$ cat src/rtl/fcc_pkg.sv
package fcc_pkg;

    localparam int OPSEL_LSB = 5;
    localparam int OPSEL_W   = 9;
    localparam int RS1_LSB   = 14;
    localparam int RS2_LSB   = 0;

    localparam logic [OPSEL_W-1:0] OP_QUIET_SP = 9'h051;
    localparam logic [OPSEL_W-1:0] OP_QUIET_DP = 9'h052;
    localparam logic [OPSEL_W-1:0] OP_SIGNL_SP = 9'h055;
    localparam logic [OPSEL_W-1:0] OP_SIGNL_DP = 9'h056;

    typedef enum logic [1:0] {
        CC_EQ = 2'd0,
        CC_LT = 2'd1,
        CC_GT = 2'd2,
        CC_UN = 2'd3
    } fcc_code_e;

    typedef enum logic {
        ST_IDLE   = 1'b0,
        ST_REPORT = 1'b1
    } fcc_state_e;

    typedef struct packed {
        logic legal;
        logic dbl;
        logic signl;
    } fcc_op_t;

endpackage

$ cat src/rtl/fcc_decode.sv
module fcc_decode
    import fcc_pkg::*;
#(
    parameter int IW = 32
) (
    input  logic [IW-1:0] instr,
    output fcc_op_t       op,
    output logic          a_hi,
    output logic          b_hi
);

    logic [OPSEL_W-1:0] opsel;

    assign opsel = instr[OPSEL_LSB +: OPSEL_W];

    // Even specifier names the high word of its pair
    assign a_hi = ~instr[RS1_LSB];
    assign b_hi = ~instr[RS2_LSB];

    always_comb begin
        op = '{legal: 1'b0, dbl: 1'b0, signl: 1'b0};
        case (opsel)
            OP_QUIET_SP: op = '{legal: 1'b1, dbl: 1'b0, signl: 1'b0};
            OP_QUIET_DP: op = '{legal: 1'b1, dbl: 1'b1, signl: 1'b0};
            OP_SIGNL_SP: op = '{legal: 1'b1, dbl: 1'b0, signl: 1'b1};
            OP_SIGNL_DP: op = '{legal: 1'b1, dbl: 1'b1, signl: 1'b1};
            default:     op = '{legal: 1'b0, dbl: 1'b0, signl: 1'b0};
        endcase
    end

endmodule

$ cat src/rtl/fcc_order.sv
module fcc_order
    import fcc_pkg::*;
#(
    parameter int EXP_W  = 8,
    parameter int FRAC_W = 23
) (
    input  logic [EXP_W+FRAC_W:0] a,
    input  logic [EXP_W+FRAC_W:0] b,
    output fcc_code_e             code,
    output logic                  unord
);

    localparam int MAG_W = EXP_W + FRAC_W;

    logic             sgn_a, sgn_b;
    logic [MAG_W-1:0] mag_a, mag_b;
    logic             nan_a, nan_b;
    logic             mag_lt;

    assign sgn_a = a[MAG_W];
    assign sgn_b = b[MAG_W];
    assign mag_a = a[MAG_W-1:0];
    assign mag_b = b[MAG_W-1:0];

    assign nan_a = (&a[MAG_W-1 -: EXP_W]) & (|a[FRAC_W-1:0]);
    assign nan_b = (&b[MAG_W-1 -: EXP_W]) & (|b[FRAC_W-1:0]);
    assign unord = nan_a | nan_b;
    assign mag_lt = mag_a < mag_b;

    always_comb begin
        if (unord)
            code = CC_UN;
        else if (mag_a == '0 && mag_b == '0)
            code = CC_EQ;
        else if (sgn_a != sgn_b)
            code = sgn_a ? CC_LT : CC_GT;
        else if (mag_a == mag_b)
            code = CC_EQ;
        else
            code = (mag_lt ^ sgn_a) ? CC_LT : CC_GT;
    end

endmodule

$ cat src/rtl/fcc_unit.sv
module fcc_unit
    import fcc_pkg::*;
#(
    parameter int IW       = 32,
    parameter int DW       = 64,
    parameter int STAT_W   = 32,
    parameter int CC_LSB   = 10,
    parameter int S_EXP_W  = 8,
    parameter int D_EXP_W  = 11
) (
    input  logic              clk,
    input  logic              rst_n,
    input  logic              in_valid,
    input  logic [IW-1:0]     instr,
    input  logic [DW-1:0]     opnd_a,
    input  logic [DW-1:0]     opnd_b,
    input  logic [STAT_W-1:0] stat_in,
    output logic [STAT_W-1:0] stat_out,
    output logic              done_o,
    output logic              inv_o,
    output logic              ill_o
);

    localparam int SW       = DW / 2;
    localparam int S_FRAC_W = SW - 1 - S_EXP_W;
    localparam int D_FRAC_W = DW - 1 - D_EXP_W;

    fcc_op_t      op;
    logic         a_hi, b_hi;
    logic [SW-1:0] a_s, b_s;
    fcc_code_e    code_s, code_d, code_sel;
    logic         nan_s, nan_d, nan_sel;
    logic [STAT_W-1:0] merged;

    fcc_state_e   state_q, state_d;
    logic [STAT_W-1:0] stat_q;
    logic         inv_q, ill_q;

    fcc_decode #(.IW(IW)) u_dec (
        .instr (instr),
        .op    (op),
        .a_hi  (a_hi),
        .b_hi  (b_hi)
    );

    assign a_s = a_hi ? opnd_a[DW-1:SW] : opnd_a[SW-1:0];
    assign b_s = b_hi ? opnd_b[DW-1:SW] : opnd_b[SW-1:0];

    fcc_order #(.EXP_W(S_EXP_W), .FRAC_W(S_FRAC_W)) u_ord_sp (
        .a     (a_s),
        .b     (b_s),
        .code  (code_s),
        .unord (nan_s)
    );

    fcc_order #(.EXP_W(D_EXP_W), .FRAC_W(D_FRAC_W)) u_ord_dp (
        .a     (opnd_a),
        .b     (opnd_b),
        .code  (code_d),
        .unord (nan_d)
    );

    assign code_sel = op.dbl ? code_d : code_s;
    assign nan_sel  = op.dbl ? nan_d  : nan_s;

    always_comb begin
        merged = stat_in;
        merged[CC_LSB +: 2] = code_sel;
    end

    // Next-state logic
    always_comb begin
        state_d = state_q;
        unique case (state_q)
            ST_IDLE:   state_d = in_valid ? ST_REPORT : ST_IDLE;
            ST_REPORT: state_d = in_valid ? ST_REPORT : ST_IDLE;
        endcase
    end

    // State register
    always_ff @(posedge clk) begin
        if (!rst_n)
            state_q <= ST_IDLE;
        else
            state_q <= state_d;
    end

    // Output registers
    always_ff @(posedge clk) begin
        if (!rst_n) begin
            stat_q <= '0;
            inv_q  <= 1'b0;
            ill_q  <= 1'b0;
        end else begin
            inv_q <= 1'b0;
            ill_q <= 1'b0;
            if (in_valid) begin
                if (!op.legal) begin
                    ill_q  <= 1'b1;
                    stat_q <= stat_in;
                end else if (op.signl && nan_sel) begin
                    inv_q  <= 1'b1;
                    stat_q <= stat_in;
                end else begin
                    stat_q <= merged;
                end
            end
        end
    end

    assign stat_out = stat_q;
    assign done_o   = (state_q == ST_REPORT);
    assign inv_o    = inv_q;
    assign ill_o    = ill_q;


    done_follows_valid_chk: assert property (@(posedge clk) disable iff (!rst_n)
        in_valid |=> done_o);


    done_needs_valid_chk: assert property (@(posedge clk) disable iff (!rst_n)
        done_o |-> $past(in_valid));


    flags_exclusive_chk: assert property (@(posedge clk) disable iff (!rst_n)
        !(inv_o && ill_o) && ((inv_o || ill_o) -> done_o));


    signal_keeps_status_chk: assert property (@(posedge clk) disable iff (!rst_n)
        (in_valid && op.legal && op.signl && nan_sel) |=> (inv_o && stat_out == $past(stat_in)));


    illegal_keeps_status_chk: assert property (@(posedge clk) disable iff (!rst_n)
        ill_o |-> (stat_out == $past(stat_in)));


    other_bits_kept_chk: assert property (@(posedge clk) disable iff (!rst_n)
        in_valid |=> (stat_out[STAT_W-1:CC_LSB+2] == $past(stat_in[STAT_W-1:CC_LSB+2])
                      && stat_out[CC_LSB-1:0] == $past(stat_in[CC_LSB-1:0])));

endmodule

$ cat config.mk
export PLATFORM = sky130hd
export DESIGN_NAME = fcc_unit
export DESIGN_NICKNAME = d
export VERILOG_FILES = /design/src/rtl/fcc_pkg.sv /design/src/rtl/fcc_decode.sv /design/src/rtl/fcc_order.sv /design/src/rtl/fcc_unit.sv
export SDC_FILE = /design/constraint.sdc
export NUM_CORES = 1
export LEC_CHECK = 0
export BUFFER_PORTS_ARGS = -buffer_cell sky130_fd_sc_hd__buf_2
export CORE_ASPECT_RATIO = 0.9
export CORE_MARGIN = 2
export CORE_UTILIZATION = 49
export DETAILED_ROUTE_END_ITERATION = 10
export GPL_ROUTABILITY_DRIVEN = 0
export PLACE_DENSITY = 0.82
export SKIP_LAST_GASP = 1
export SYNTH_ARGS = -nofsm -noshare
export SYNTH_HDL_FRONTEND = slang
export SYNTH_SLANG_ARGS = --single-unit
$ cat constraint.sdc
create_clock -name clk -period 3.59 [get_ports clk]
set_input_delay 0 -clock clk [delete_from_list [all_inputs] [get_ports clk]]
set_output_delay 0 -clock clk [all_outputs]
set_load 0.005 [all_outputs]
Yosys cells after proc, flatten, opt, wreduce, memory -nomap -nowiden --
Cells that the tools add are included.
Word-level totals: register bits 35, ROM bits 0, latch bits 0, bits of input ports 195, memory bits (writable) 0, output and inout port bits 35, word-level logic and storage cells 61, memories 0
Cells by class: shifts and indexed selects 0, add/subtract/negate cells 0, bitwise operators 8, order comparisons 2, reduce and logical (&&, ||, !) cells 17, mux-type cells 22, multiply operators 0, div/mod/pow operators 0, equal/unequal tests 8
Operators with widths (number):
- zero test 63 bit | 2
- OR reduction 52 bit | 2
- two-way mux 32 bit | 2
- equality test 63 bit | 1
- < comparator 63 bit | 1
- zero test 31 bit | 2
- OR reduction 23 bit | 2
- equality test 9 x 7 -> 1 bit (second input constant) | 4
- equality test 31 bit | 1
- < comparator 31 bit | 1
- two-way mux 2 bit | 13
- two-way mux 12 bit | 2
- AND reduction 11 bit | 2
- AND reduction 8 bit | 2
- case mux 3 bit (4 select lines) | 1
- AND 1 bit | 4
- two-way mux 1 bit | 4
- logical AND 1 bit | 3
- AND reduction 3 bit | 1
- inequality test 1 bit | 2
- bitwise OR 1 bit | 2
- AND reduction 2 bit | 1
- XOR 1 bit | 2

Longest topological paths before layout --
Gate-level depths: netlist of run 1.
depth in word-level cells 11, gate-level depth with buffers 15, depth with buffers taken out 11

Cells and area by module --
A second synthesis of run 1 with hierarchy kept.
Second synthesis, totals: cell total of the unflattened synthesis 651, area total of the unflattened synthesis 5368.9 sq um
By module, submodules not included:
- fcc_unit | area each 2153.3 sq um, sequential area each 700.7 sq um, cells an instance 192, instances 1
- fcc_order at u_ord_dp | area each 2038.2 sq um, sequential area each 0.0 sq um, cells an instance 296, instances 1
- fcc_order at u_ord_sp | area each 1114.8 sq um, sequential area each 0.0 sq um, cells an instance 155, instances 1
- fcc_decode | area each 62.6 sq um, sequential area each 0.0 sq um, cells an instance 8, instances 1

Worst setup path before layout of run 1 --
OpenSTA, ideal clock, no wires.
path type input to register, from input port instr[0], to register stat_q[10] (netlist: stat_out[10]), path slack 0.513 ns, required time 3.498 ns, buffers on the path 4, cell stages on the path 14, setup time 0.092 ns, arrival 2.984 ns, cell sequence buf_6 buf_6 buf_1 buf_1 mux2i_1 ha_1 a211oi_1 nor2_1 o31ai_1 o211ai_1 a21oi_1 mux2i_1 o221a_2 o32ai_1
On the way: longest elaborated chain between the ends 11, elaborated cells on any way between the ends 21, classes of those cells order compare (1); eq/ne (2); mux (10); bitwise (3); reduce/logical (5)
RTL lines:
- from (decl) | RTL line fcc_unit.sv:14 | input logic [IW-1:0] instr,
- two-way mux 32 bit (*) | RTL line fcc_unit.sv:47 | assign b_s = b_hi ? opnd_b[DW-1:SW] : opnd_b[SW-1:0];
- < comparator 31 bit | RTL line fcc_order.sv:28 | assign mag_lt = mag_a < mag_b;
- XOR 1 bit | RTL line fcc_order.sv:40 | code = (mag_lt ^ sgn_a) ? CC_LT : CC_GT;
- two-way mux 2 bit | RTL line fcc_order.sv:40
- two-way mux 2 bit | RTL line fcc_order.sv:37 | else if (mag_a == mag_b)
- two-way mux 2 bit | RTL line fcc_order.sv:35 | else if (sgn_a != sgn_b)
- two-way mux 2 bit | RTL line fcc_order.sv:33 | else if (mag_a == '0 && mag_b == '0)
- two-way mux 2 bit | RTL line fcc_order.sv:31 | if (unord)
- two-way mux 2 bit | RTL line fcc_unit.sv:63 | assign code_sel = op.dbl ? code_d : code_s;
- two-way mux 12 bit (*) | RTL line fcc_unit.sv:101 | end else if (op.signl && nan_sel) begin
- two-way mux 12 bit (*) | RTL line fcc_unit.sv:98 | if (!op.legal) begin
- to (signal assigned) | RTL line fcc_unit.sv:100 | stat_q <= stat_in;
- to (signal assigned) | RTL line fcc_unit.sv:103 | stat_q <= stat_in;
- to (signal assigned) | RTL line fcc_unit.sv:105 | stat_q <= merged;
- to (decl) | RTL line fcc_unit.sv:36 | logic [STAT_W-1:0] stat_q;
Every way passes the cells marked *; elsewhere a longest branch is shown, timed or not. A chain may end at the register's enable or synchronous reset.

Final worst setup path of run 1 --
Ends and elaborated chain as after synthesis.

==> results.py, run 1 <==
metrics = {
    "outcome": {
        "status": "complete, no violations",
    },
    "placement": {
        "dpl.hpwl_mm": 14.1,
        "placed_cell_area_um2": 6060,
        "port-buffer-count": 208,
        "dp_slack_ns": 0.474,
    },
    "clock_tree": {
        "clk_latency_ns": 0.29,
        "cts_buffer_depth": 2,
        "cts-root-buf": "clkbuf_8",
        "cts_sinks": 35,
        "cts_tree": "done",
        "clk_pin_slew_ns": 0.07,
        "cts_setup_buffers": 0,
        "ctsResizeCount": 0,
        "cts_max_level": 2,
        "numCtsBuffers": 5,
        "cts_hold_buf": 31,
    },
    "logic_synthesis": {
        "synth_fa_ha_area_share_pct": 24.0,
        "synth_top_cell_by_area": "ha_1",
        "syn_avg_cell_area_um2": 8.03,
        "yosys.area_share.simple_pct": 22.3,
        "syn_nets": 900,
        "synth_area_leaders": "ha_1 (24%), dfxtp_1 (14%), mux2i_1 (13%), mux2_2 (6.2%), inv_1 (5.4%)",
        "async_reset_ff_share_pct": 0,
        "ys.flop_type": "dfxtp_1",
        "ys_warn_count": 0,
        "synth_xor_area_share_pct": 0.179,
        "synthMuxAreaShare_pct": 20.3,
        "yosysTopAreaCellShare_pct": 24.0,
        "synth_edf_count": 0,
        "synth-seq-cells": 35,
        "synth_common_cells": "ha_1 (94), inv_1 (70), mux2i_1 (64)",
        "syn_area_um2": 4900,
        "post-synth-top-count-cell": "ha_1",
        "synthCells": 611,
        "ys_seq_area_share_pct": 14.3,
        "synth_top_family_by_area": "adder cells",
        "synth.distinct_cells": 52,
        "synth-compound-area-share_pct": 11.9,
    },
    "global_route": {
        "grt_max_degree": 38,
        "antenna_found_initial": 0,
        "grtUsageTotal_pct": 32.7,
        "grt_pass1_wl_mm": 27.9,
        "grt_pass1_vias": 5531,
        "globalRoute.totalOverflow": 0,
    },
    "drt": {
        "drcViolationCount": 0,
        "routed_wl_mm": 18.0,
        "ant_nets": 0,
        "drt_iter0_drc": 602,
        "wl_per_cell_um": 18.5,
        "first_pass_iters": 6,
        "num_vias": 5805,
        "avgViaCountPerCell": 5.97,
    },
    "final_layout": {
        "fin_util_pct": 66.6,
        "drive_above_1_share_pct": 29.8,
        "fin_nets": 1134,
        "fillerInstances": 832,
        "final_area_um2": 6460,
        "multiInputGateArea_um2": 3850,
        "regArea_um2": 701,
        "syn2layout_area_growth_pct": 31.7,
    },
    "timing": {
        "finalSetupTns_ns": 0,
        "setup_ws_ns": 0.753,
        "finalHoldViolations": 0,
        "max_slew_margin_pct": 34.4,
        "period_needed_ns": 2.84,
        "rsz0062_at_grt": "false",
        "final.period_utilization_pct": 79.0,
        "worstMarginPinSlew_ns": 0.984,
        "max_freq_ghz": 0.352,
        "drv_slew": 0,
        "setup_viol": 0,
        "skew_ns": 0,
    },
    "floorplanning": {
        "die_h_um": 98.9,
        "coreArea_um2": 9700,
        "dieArea_um2": 10800,
        "ios": 230,
        "start_util_pct": 50.6,
        "die_x_um": 109,
        "rows": 34,
    },
    "critical_path": {
        "cp_cell_sequence": "buf_2 > mux2i_1 > ha_1 > and2_0 > a221o_1 > a221oi_1 > o21ai_0 > a21oi_1 > mux2i_1 > o221a_2 > o32ai_1",
        "crit_path_max_incr_delay_ns": 0.47,
        "critPathTopFamily": "compound AO/OA/AOI/OAI gates",
        "worstPathRequired_ns": 3.79,
        "critPathMaxFanout": 20,
        "path_buf_inv": 1,
        "critical_path.most_common_cell": "mux2i_1",
        "end_kind": "register",
        "critical_path_class": "primary input to register",
        "cp_slowest_cell": "buf_2",
        "start_kind": "primary input",
        "critPathArrivalTime_ns": 3.03,
    },
    "job": {
        "max-cap-violations": 0,
    },
    "pwr": {
        "p_leak_nw": 3.43,
        "total_power_mw": 1.37,
        "power.density_nw_per_um2": 212,
        "vdd_drop_max_mv": 0.298,
    },
    "min_path": {
        "hold_path_class": "primary input to register",
    },
}
-- cell type report --
type,instances,share of cell area (%)
Clock buffer,6,1.12
Multi-Input combinational cell,489,59.7
Tap cell,126,2.44
Sequential cell,35,10.9
Clock inverter,2,0.194
Inverter,72,4.19
Timing Repair Buffer,242,21.5
Antenna cell,1,0.0388
-- worst register-to-register path, stage by stage, from the launching register on --
cell and delay (ns):
dfxtp_1 0.35, nor2_1 0.04, or3_1 0.33, o32ai_1 0.24
-- path summary, 6_finish.rpt --
path / start / end / cells past startpoint / slack [ns]
worst min-delay path: rst_n / done_o / 2 / 0.009
worst max-delay path: instr[0] / stat_out[10] / 11 / 0.75
worst min register to register: stat_out[13] / stat_out[13] / 2 / 0.50
worst max register to register: stat_out[11] / stat_out[11] / 3 / 2.53
-- power breakdown --
part	total (mW)	internal [mW]	switching, mW	leakage (nW)
Clock	0.279	0.136	0.143	0.0412
Combinational	0.665	0.308	0.357	3.10
Sequential	0.424	0.411	0.0131	0.289
Total	1.37	0.855	0.513	3.43
-- kinds of logic (layout without fill, tap and decap cells) --
kind of cell,count (synthesis),in the layout
other cells,0,1
simple gates,210,210
buf+inv,87,322
xor+xnor,1,1
mux,94,94
fa+ha+maj,94,94
flops,35,35
compound gates,90,90
-- layout by cell type (no fill, tap or decap), types with 6 or more instances in the layout --
master,count
nand3_1,19
o21ai_0,12
nor4_1,32
buf_2,208
mux2i_1,64
nand4_1,30
nor2_1,48
dlygate4sd3_1,31
and4_1,6
dfxtp_1,35
ha_1,94
nor3_1,15
a21oi_1,35
nand2_1,37
inv_1,70
mux2_2,27
-- metal layers --
metal  GRT usage (%)  part of all wire [%]
met1            44.0                    41
met2            53.8                    46
met3            5.62                    11
met4            8.28                   2.4
met5               0                     0
-- state kept, by name, indices dropped and copies added (netlist names) --
name / flops
done_o: 1
stat_out: 32
inv_o: 1
ill_o: 1
-- stage by stage --
stage | hold slack [ns] | instances
finish | 0.00860 | 973
global route | 0.0280 | 972
CTS | 0.00310 | 972
detailed placement | 0.242 | 933
global placement | 0.234 | 933
floorplan | 0.147 | 611
Note: power is estimated with default switching activity, not from simulation.
==> run 2: changes to the inputs <==
==> constraint.sdc (replaced) <==
create_clock -name clk -period 2.8 [get_ports clk]
set_input_delay 0 -clock clk [delete_from_list [all_inputs] [get_ports clk]]
set_output_delay 0 -clock clk [all_outputs]
set_load 0.005 [all_outputs]
==> results.py, run 2 (same netlist as run 1, synthesis figures left out) <==
metrics = {
    "outcome": {
        "status": "complete, no violations",
    },
    "timing": {
        "final.period_utilization_pct": 90.0,
        "max_freq_ghz": 0.397,
        "rsz0062_at_grt": "false",
        "drv_slew": 0,
        "setup_viol": 0,
        "period_needed_ns": 2.52,
        "skew_ns": 0,
        "worstMarginPinSlew_ns": 0.578,
        "finalSetupTns_ns": 0,
        "max_slew_margin_pct": 61.5,
        "finalHoldViolations": 0,
    },
    "critical_path": {
        "rr_endpoint": "stat_out[11]",
        "cp_num_cells": 11,
        "start_kind": "primary input",
        "critPathTopFamily": "compound AO/OA/AOI/OAI gates",
        "crit_path_max_incr_delay_ns": 0.37,
        "worstPathRequired_ns": 2.99,
        "end_kind": "register",
        "path_buf_inv": 1,
        "critPathMaxFanout": 6,
        "cp_cell_sequence": "buf_2 > mux2_4 > ha_1 > and2_0 > a221o_1 > a221oi_1 > o21ai_0 > a21oi_1 > mux2i_1 > a31oi_1 > o32ai_1",
        "endpoint": "stat_out[11]",
        "critical_path_class": "primary input to register",
        "r2r_cells": 3,
        "worst-r2r-setup-slack_ns": 1.72,
        "crit_path_start": "instr[14]",
        "critPathArrivalTime_ns": 2.71,
        "cp_slowest_cell": "a221oi_1",
        "reg2reg_from": "stat_out[11]",
    },
    "clock_tree": {
        "cts_buffer_depth": 2,
        "ctsResizeCount": 0,
        "cts_max_level": 2,
        "numCtsBuffers": 5,
        "cts-root-buf": "clkbuf_8",
        "clk_latency_ns": 0.29,
        "cts_sinks": 35,
        "clk_pin_slew_ns": 0.07,
        "cts_tree": "done",
    },
    "global_route": {
        "grt_pass1_vias": 5672,
        "grt_pass1_wl_mm": 27.7,
        "antenna_found_initial": 0,
        "grt_max_degree": 35,
        "globalRoute.totalOverflow": 0,
        "grtUsageTotal_pct": 32.5,
    },
    "floorplanning": {
        "die_x_um": 109,
        "ios": 230,
        "dieArea_um2": 10800,
        "die_h_um": 98.9,
        "start_util_pct": 50.6,
        "coreArea_um2": 9700,
        "rows": 34,
    },
    "pwr": {
        "vdd_drop_max_mv": 0.342,
        "power.density_nw_per_um2": 275,
        "p_leak_nw": 3.48,
        "total_power_mw": 1.80,
    },
    "final_layout": {
        "final_area_um2": 6550,
        "fin_nets": 1143,
        "layout_common_cells": "buf_2 (208), ha_1 (94), inv_1 (70)",
        "layout_commonest_cell": "buf_2",
        "drive_above_1_share_pct": 30.5,
        "syn2layout_area_growth_pct": 33.7,
        "largest_reg_flops": 32,
    },
    "job": {
        "max-cap-violations": 0,
    },
    "placement": {
        "dpl.hpwl_mm": 14.3,
        "placed_cell_area_um2": 6140,
        "port-buffer-count": 208,
    },
    "drt": {
        "drt_iter0_drc": 465,
        "first_pass_iters": 5,
        "wl_per_cell_um": 18.2,
        "drcViolationCount": 0,
        "routed_wl_mm": 17.9,
        "avgViaCountPerCell": 5.92,
        "num_vias": 5821,
        "ant_nets": 0,
    },
    "min_path": {
        "hold_path_class": "primary input to register",
    },
}
[run 2: metrics by stage]
step                      setup slack [ns]  std cells  utilization (%)  hold slack, ns
after floorplan                     0.0513        611                -           0.147
after global placement              0.0589        942             63.3           0.234
after detailed placement            0.0441        942             63.3           0.242
after CTS                            0.324        981             67.5         0.00348
after global routing                0.0289        981             67.5          0.0165
final                                0.280        983             67.6         0.00688
[run 2: metal layers]
layer	up-vias	global-route usage (%)	wire length, µm
li1	2776	-	-
met1	2656	43.5	7280
met2	352	52.8	8210
met3	37	5.03	1930
met4	0	10.9	432
met5	-	0	0
[run 2: worst min path at each step]
stage / slack, ns / start / endpoint / cells past startpoint
finish: 0.007 / stat_in[24] / stat_out[24] / 3
global placement: 0.23 / stat_in[6] / stat_out[6] / 3
global route: 0.02 / stat_in[24] / stat_out[24] / 3
floorplan: 0.15 / stat_in[0] / stat_out[0] / 2
detailed placement: 0.24 / stat_in[30] / stat_out[30] / 3
CTS: 0.003 / stat_in[24] / stat_out[24] / 3
[run 2: worst register-to-register path, delay by kind of cell, from the launching register on]
family,cells,cell delay [ns]
AOI/OAI and AO/OA,1,0.28
and+or+nand+nor,2,0.36
DFF,1,0.36
[run 2: report_power, final]
| part | internal (mW) | switching, mW |
|---|---|---|
| Combinational | 0.402 | 0.456 |
| Clock | 0.224 | 0.177 |
| Sequential | 0.527 | 0.0164 |
[run 2: cell type report]
class | count | area [µm²]
antenna | 2 | 5.00
clock buffer | 8 | 100
fill | 804 | 3150
inverter | 72 | 270
multi-input combinational | 489 | 3850
sequential | 35 | 701
tap | 126 | 158
timing repair buffer | 251 | 1470
[run 2: timing repair]
action                                  4_1_cts  5_1_grt
setup buffers                                 0        0
endpoints found under the setup margin        0        0
hold endpoints to repair                     31        0
hold buffers                                 31        0
